<file path="config.mk">
export PLATFORM = sky130hd
export DESIGN_NAME = bcd_uart_fmt
export DESIGN_NICKNAME = d
export VERILOG_FILES = /design/src/rtl/bcd_fmt_pkg.sv /design/src/rtl/strobe_catch.sv /design/src/rtl/word_builder.sv /design/src/rtl/run_request.sv /design/src/rtl/bcd_uart_fmt.sv
export SDC_FILE = /design/constraint.sdc
export NUM_CORES = 1
export LEC_CHECK = 0
export ABC_AREA = 1
export BUFFER_PORTS_ARGS = -buffer_cell sky130_fd_sc_hd__buf_4
export CORE_MARGIN = 8
export CORE_UTILIZATION = 25
export CTS_CLUSTER_DIAMETER = 80
export DETAILED_ROUTE_END_ITERATION = 10
export PLACE_DENSITY = 0.54
export SETUP_SLACK_MARGIN = 0.15
export SYNTH_ARGS = -nofsm -noshare
export SYNTH_HDL_FRONTEND = slang
export SYNTH_SLANG_ARGS = --single-unit
export TNS_END_PERCENT = 100
</file>
<file path="constraint.sdc">
create_clock -name clk -period 1.7 [get_ports clk]
set_clock_uncertainty 0.1 [all_clocks]
set_input_delay 0.425 -clock clk [delete_from_list [all_inputs] [get_ports clk]]
set_output_delay 0.425 -clock clk [all_outputs]
set_load 0.03 [all_outputs]
</file>
<file path="src/rtl/bcd_fmt_pkg.sv">
package bcd_fmt_pkg;

   // status flags carried with a reading
   typedef struct packed {
      logic pol;
      logic ovr;
      logic und;
   } conv_flags_t;

   localparam int unsigned FLAG_COUNT = $bits(conv_flags_t);

endpackage

</file>
<file path="src/rtl/strobe_catch.sv">
module strobe_catch (
   input  logic clk,
   input  logic rst_n,
   input  logic strobe_n,
   output logic fire
);

   logic strobe_q;

   always_ff @(posedge clk or negedge rst_n) begin
      if (!rst_n) strobe_q <= 1'b1;
      else        strobe_q <= strobe_n;
   end

   assign fire = strobe_q & ~strobe_n;


   fire_single_chk: assert property (@(posedge clk) disable iff (!rst_n)
      fire |=> !fire);

endmodule

</file>
<file path="src/rtl/word_builder.sv">
module word_builder
   import bcd_fmt_pkg::*;
#(
   parameter int unsigned DIGITS   = 5,
   parameter int unsigned BCD_W    = 4,
   parameter int unsigned TAG_W    = 4,
   parameter bit          EXTENDED = 1'b1,
   localparam int unsigned WORD_W  = TAG_W + BCD_W
) (
   input  logic [DIGITS-1:0] digit_sel,
   input  logic [BCD_W-1:0]  bcd,
   input  conv_flags_t       flags,
   output logic [WORD_W-1:0] word
);

   logic [TAG_W-1:0] index;
   logic [TAG_W-1:0] tag;
   logic [BCD_W-1:0] payload;

   // digit index: most significant digit is index 0
   always_comb begin
      index = '0;
      for (int i = 0; i < DIGITS; i++) begin
         if (digit_sel[i]) index = TAG_W'(DIGITS - 1 - i);
      end
   end

   // tag is the bit-reversed index
   for (genvar j = 0; j < TAG_W; j++) begin : g_rev
      assign tag[j] = index[TAG_W-1-j];
   end

   if (EXTENDED) begin : g_ext
      always_comb begin
         if (digit_sel[DIGITS-1]) payload = {flags, bcd[BCD_W-FLAG_COUNT-1:0]};
         else                     payload = bcd;
      end
   end else begin : g_basic
      assign payload = bcd;
   end

   assign word = {tag, payload};

endmodule

</file>
<file path="src/rtl/run_request.sv">
module run_request (
   input  logic clk,
   input  logic rst_n,
   input  logic rx_req,
   input  logic conv_busy,
   output logic run_hold
);

   logic busy_q;
   logic req_q;

   always_ff @(posedge clk or negedge rst_n) begin
      if (!rst_n) begin
         busy_q <= 1'b0;
         req_q  <= 1'b0;
      end else begin
         busy_q <= conv_busy;
         if (rx_req)                    req_q <= 1'b1;
         else if (busy_q && !conv_busy) req_q <= 1'b0;
      end
   end

   assign run_hold = req_q;


   req_set_chk: assert property (@(posedge clk) disable iff (!rst_n)
      rx_req |=> run_hold);


   req_clear_chk: assert property (@(posedge clk) disable iff (!rst_n)
      ($fell(conv_busy) && !rx_req) |=> !run_hold);


   busy_rise_keeps_chk: assert property (@(posedge clk) disable iff (!rst_n)
      ($rose(conv_busy) && run_hold) |=> run_hold);

endmodule

</file>
<file path="src/rtl/bcd_uart_fmt.sv">
module bcd_uart_fmt
   import bcd_fmt_pkg::*;
#(
   parameter int unsigned DIGITS   = 5,
   parameter int unsigned BCD_W    = 4,
   parameter int unsigned TAG_W    = 4,
   parameter bit          EXTENDED = 1'b1,
   localparam int unsigned WORD_W  = TAG_W + BCD_W
) (
   input  logic              clk,
   input  logic              rst_n,
   input  logic              strobe_n,
   input  logic [DIGITS-1:0] digit_sel,
   input  logic [BCD_W-1:0]  bcd,
   input  logic              pol,
   input  logic              ovr,
   input  logic              und,
   input  logic              tx_busy,
   input  logic              rx_req,
   input  logic              conv_busy,
   output logic [WORD_W-1:0] tx_data,
   output logic              tx_load,
   output logic              even_par_en,
   output logic              overrun_err,
   output logic              run_hold
);

   if (DIGITS < 2 || DIGITS > (1 << TAG_W)) begin : g_bad_digits
      $error("DIGITS must fit the tag width");
   end
   if (EXTENDED && BCD_W < FLAG_COUNT + 1) begin : g_bad_bcd
      $error("BCD_W too narrow for flag insertion");
   end

   conv_flags_t       flags;
   logic              fire;
   logic [WORD_W-1:0] word;

   assign flags = '{pol: pol, ovr: ovr, und: und};

   strobe_catch u_catch (
      .clk      (clk),
      .rst_n    (rst_n),
      .strobe_n (strobe_n),
      .fire     (fire)
   );

   word_builder #(
      .DIGITS   (DIGITS),
      .BCD_W    (BCD_W),
      .TAG_W    (TAG_W),
      .EXTENDED (EXTENDED)
   ) u_word (
      .digit_sel (digit_sel),
      .bcd       (bcd),
      .flags     (flags),
      .word      (word)
   );

   always_ff @(posedge clk or negedge rst_n) begin
      if (!rst_n) begin
         tx_data     <= '0;
         tx_load     <= 1'b0;
         even_par_en <= 1'b0;
         overrun_err <= 1'b0;
      end else begin
         tx_load <= fire;
         if (fire) begin
            tx_data     <= word;
            even_par_en <= pol;
            if (tx_busy) overrun_err <= 1'b1;
         end
      end
   end

   if (EXTENDED) begin : g_req
      run_request u_req (
         .clk       (clk),
         .rst_n     (rst_n),
         .rx_req    (rx_req),
         .conv_busy (conv_busy),
         .run_hold  (run_hold)
      );
   end else begin : g_free_run
      assign run_hold = 1'b1;
   end


   digit_sel_onehot_chk: assert property (@(posedge clk) disable iff (!rst_n)
      fire |-> $onehot(digit_sel));


   load_one_cycle_chk: assert property (@(posedge clk) disable iff (!rst_n)
      tx_load |=> !tx_load);


   parity_follows_pol_chk: assert property (@(posedge clk) disable iff (!rst_n)
      tx_load |-> even_par_en == $past(pol));


   overrun_sticky_chk: assert property (@(posedge clk) disable iff (!rst_n)
      overrun_err |=> overrun_err);


   data_hold_chk: assert property (@(posedge clk) disable iff (!rst_n)
      !tx_load |-> ($stable(tx_data) && $stable(even_par_en)));

endmodule

</file>
Word-level counts from Yosys, hierarchy flattened
Index checks and enable logic that the tools add are counted.
{"block": "totals", "register_bits": 14, "input_bits": 18, "elab_cells": 21}
{"block": "classes", "bitwise_logic": 2, "reduce_logical": 4, "n_mux": 8}
{"operator": "$mux 3", "n": 5}
{"operator": "$mux 4", "n": 1}
{"operator": "$mux 1", "n": 2}
{"operator": "$reduce_and 2->1", "n": 1}
{"operator": "$reduce_bool 2->1", "n": 1}
{"operator": "$and 1x1->1", "n": 1}
{"operator": "$logic_and 1x1->1", "n": 1}
{"operator": "$logic_not 1->1", "n": 1}
{"operator": "$not 1->1", "n": 1}

Longest topological paths before layout
{"block": "logic_depth", "word_depth": 5, "depth_mapped": 5, "depth_no_buf": 5}

Cells and area by module
A second synthesis with hierarchy kept.
{"block": "hier_totals", "cells_unflattened": 74, "hier_area_um2": 601.8}
{"mod": "bcd_uart_fmt", "seq_area_each_um2": 275.3, "instances": 1, "area_per_inst_um2": 402.9, "cells_each": 43}
{"mod": "word_builder", "seq_area_each_um2": 0.0, "instances": 1, "area_per_inst_um2": 93.8, "cells_each": 21}
{"mod": "run_request", "seq_area_each_um2": 50.0, "instances": 1, "area_per_inst_um2": 68.8, "cells_each": 7}
{"mod": "strobe_catch", "seq_area_each_um2": 26.3, "instances": 1, "area_per_inst_um2": 36.3, "cells_each": 3}

Worst setup path before layout
OpenSTA, ideal clock, no wires.
{"block": "synth_timing", "path_kind": "register to output", "start": "reg overrun_err", "end": "out overrun_err", "arrival_ps": 483, "setup_slack_ps": 692, "stages_incl_launch_ff": 1, "path_cell_list": "dfrtp_1"}
{"item": "start: declaration", "line_no": "bcd_uart_fmt.sv:24", "text": "output logic overrun_err,"}
{"item": "start signal: assignment", "line_no": "bcd_uart_fmt.sv:65", "text": "overrun_err <= 1'b0;"}
{"item": "start signal: assignment", "line_no": "bcd_uart_fmt.sv:71", "text": "if (tx_busy) overrun_err <= 1'b1;"}
No word-level cell between the ends.

Worst setup path in the final report
{"block": "layout_timing", "start": "reg tx_data[6]", "end": "out tx_data[6]"}
{"item": "start: declaration", "line_no": "bcd_uart_fmt.sv:21", "text": "output logic [WORD_W-1:0] tx_data,"}
{"item": "start signal: assignment", "line_no": "bcd_uart_fmt.sv:69", "text": "tx_data <= word;"}
No word-level cell between the ends.

==> results.tsv <==
metric	value	unit
drt-pass1-iter-count	3	
grt_pass1_wl	2440	um
clk_latency	0.27	ns
endpoint_kind	primary output	
ant_nets	0	
powerDensity	859	mW/mm^2
antenna_found_initial	0	
grt_max_degree	14	
overflow	0	
met1_usage	0.0825	
grt_usage	0.0744	
r2r_slack	0.64	ns
clockBufferDepth	2	
maxSlewViolCount	0	
clkPwrFrac	0.260	
grt_pass1_vias	582	
hpwl	1130	um
io_pins	30	
drc	0	
avgRoutedWirePerCell	11.0	um
synth_mux_area_frac	0	
fp.dieArea	0.00403	mm^2
drive_above_1_share	0.366	
clockRootBuffer	clkbuf_4	
pre_cts_ws	0.579	ns
synth-simple-area-share	0.324	
setup_ws	0.329	ns
fin_setup_tns	0	ns
p_leak	0.483	nW
yosys.area_share.adder	0	
reg2reg_from	u_catch.strobe_q$_DFF_PN1_	
num_rows	17	
cpPeakStageDelay	0.40	ns
vias_per_cell	4.02	
syn_area	563	um^2
switchingPower	0.217	mW
post-route-period-util	0.806	
finalHoldViolCount	0	
num_vias	518	
place_congestion	0.726	
avgSynthCellArea	8.16	um^2
worst_setup_path_start_kind	flop	
area_growth	48.7	%
postSynthCellCount	69	
max_freq	730	MHz
internal_power	0.502	mW
power	0.719	mW
synth_compound_area_frac	0.0222	
cts.reportedPaths.clkPinSlew	0.08	ns
synth_fp_nets	87	
p_comb_frac	0.251	
netSwitchingFraction	0.302	
crit_fanout	2	
ir_drop	0.541	mV
worstPathCellList	buf_4	
period_minus_slack	1.37	ns
crit_start	tx_data[6]$_DFFE_PN0P_	
io_buffers	28	
busiest_layer	met2	
synth-xor-area-share	0	
cts_resized	0	
die_h	63.5	um
cp.arrival	0.85	ns
setup_viol	0	
wl	1410	um
crit_required	1.17	ns
maxCapViolCount	0	
diodes	0	
cts_tree	done	
drt_iter0_drc	9	
min_from	conv_busy	
fin_util	0.386	
worst-setup-path-type	reg -> out	
cp_top_family	flip-flops	
rsz0062_at_grt	no	
critPathBufInv	1	
synth_seq_cells	13	
htree_levels	1	
ys_seq_area_frac	0.580	
ys_types	13	
power_frac_seq	0.489	
core_area	0.00217	mm^2
yosysWarnings	0	
hp-class	in -> reg	
cts_setup_buffers	0	
cts_made_buffers	3	
cpMaxStageDelayCell	dfrtp_1	
use_met2	0.112	
die_w	63.5	um
synth_top_family_by_area	simple AND/OR/NAND/NOR gates	
start_util	0.260	
nNetsFinal	120	
outcome	complete, no violations	
cts_sinks	13	
met3_usage	0.0601	
-- power groups by stage --
| stage | Sequential, mW | Clock [mW] | Combinational, mW |
|---|---|---|---|
| floorplan | 0.405 | 0 | 0.0448 |
| global placement | 0.358 | 0 | 0.181 |
| detailed placement | 0.358 | 0 | 0.182 |
| CTS | 0.353 | 0.197 | 0.183 |
| global route | 0.356 | 0.213 | 0.198 |
| finish | 0.352 | 0.187 | 0.180 |
-- registers in the layout (all words and copies together), names as in the netlist --
name and cells:
u_catch.strobe_q 1, even_par_en 1, g_req.u_req.busy_q 1, tx_data 7, overrun_err 1, g_req.u_req.run_hold 1, tx_load 1
-- path summary, 6_finish.rpt --
check | to | cells past startpoint
max | tx_data[6] | 1
min | g_req.u_req.busy_q$_DFF_PN0_ | 1
max reg2reg | overrun_err$_DFFE_PN0P_ | 3
min reg2reg | overrun_err$_DFFE_PN0P_ | 1
max in group asynchronous | u_catch.strobe_q$_DFF_PN1_ | 2
min in group asynchronous | even_par_en$_DFFE_PN0P_ | 2
-- repair_timing --
item,4_1_cts,5_1_grt
hold endpoints to repair,12,0
hold buffers,1,0
setup endpoints to repair,0,0
-- synth_stat cells --
cell type | n | share of area
nor2_2 | 1 | 0.011
inv_1 | 6 | 0.040
dfstp_2 | 1 | 0.047
nor2_4 | 1 | 0.020
nor2_1 | 2 | 0.013
a21o_1 | 1 | 0.013
inv_2 | 2 | 0.013
conb_1 | 1 | 0.0067
buf_4 | 1 | 0.013
dfrtp_1 | 12 | 0.53
nand2_4 | 1 | 0.020
o21ai_0 | 1 | 0.0089
nand2_1 | 39 | 0.26
-- cell families (layout without fill, tap and decap cells) --
group	Yosys count	after routing
AOI/OAI and AO/OA	2	2
buffers and inverters	9	41
DFF	13	13
other	1	1
and+or+nand+nor	44	44
-- placed cells by master, fill, tap and decap left out, types with 2 or more instances in the layout --
cell | netlist | layout
inv_1 | 6 | 6
nand2_1 | 39 | 39
inv_2 | 2 | 2
dfrtp_1 | 12 | 12
nor2_1 | 2 | 2
buf_4 | 1 | 28
clkbuf_4 | 0 | 3
-- final cells by class --
cell class	instances	area [um^2]
timing repair buffer	29	220
sequential	13	327
tap	28	35.0
fill	227	1330
multi-input combinational	47	199
clock buffer	4	26.3
inverter	8	30.0
-- metrics by stage --
stage	hold slack, ns	instance area [um^2]	instances
after floorplan	0.0294	563	69
after global placement	0.180	801	124
after detailed placement	0.179	801	124
after CTS	0.154	837	129
after global routing	0.144	837	129
final	0.165	837	129
-- metal layers --
metal,vias to the layer above,part of all wire
met5,-,0
met4,0,0
met3,0,0.13
met2,24,0.45
met1,230,0.43
li1,264,-
No activity file was read; power rests on OpenSTA's default activity.
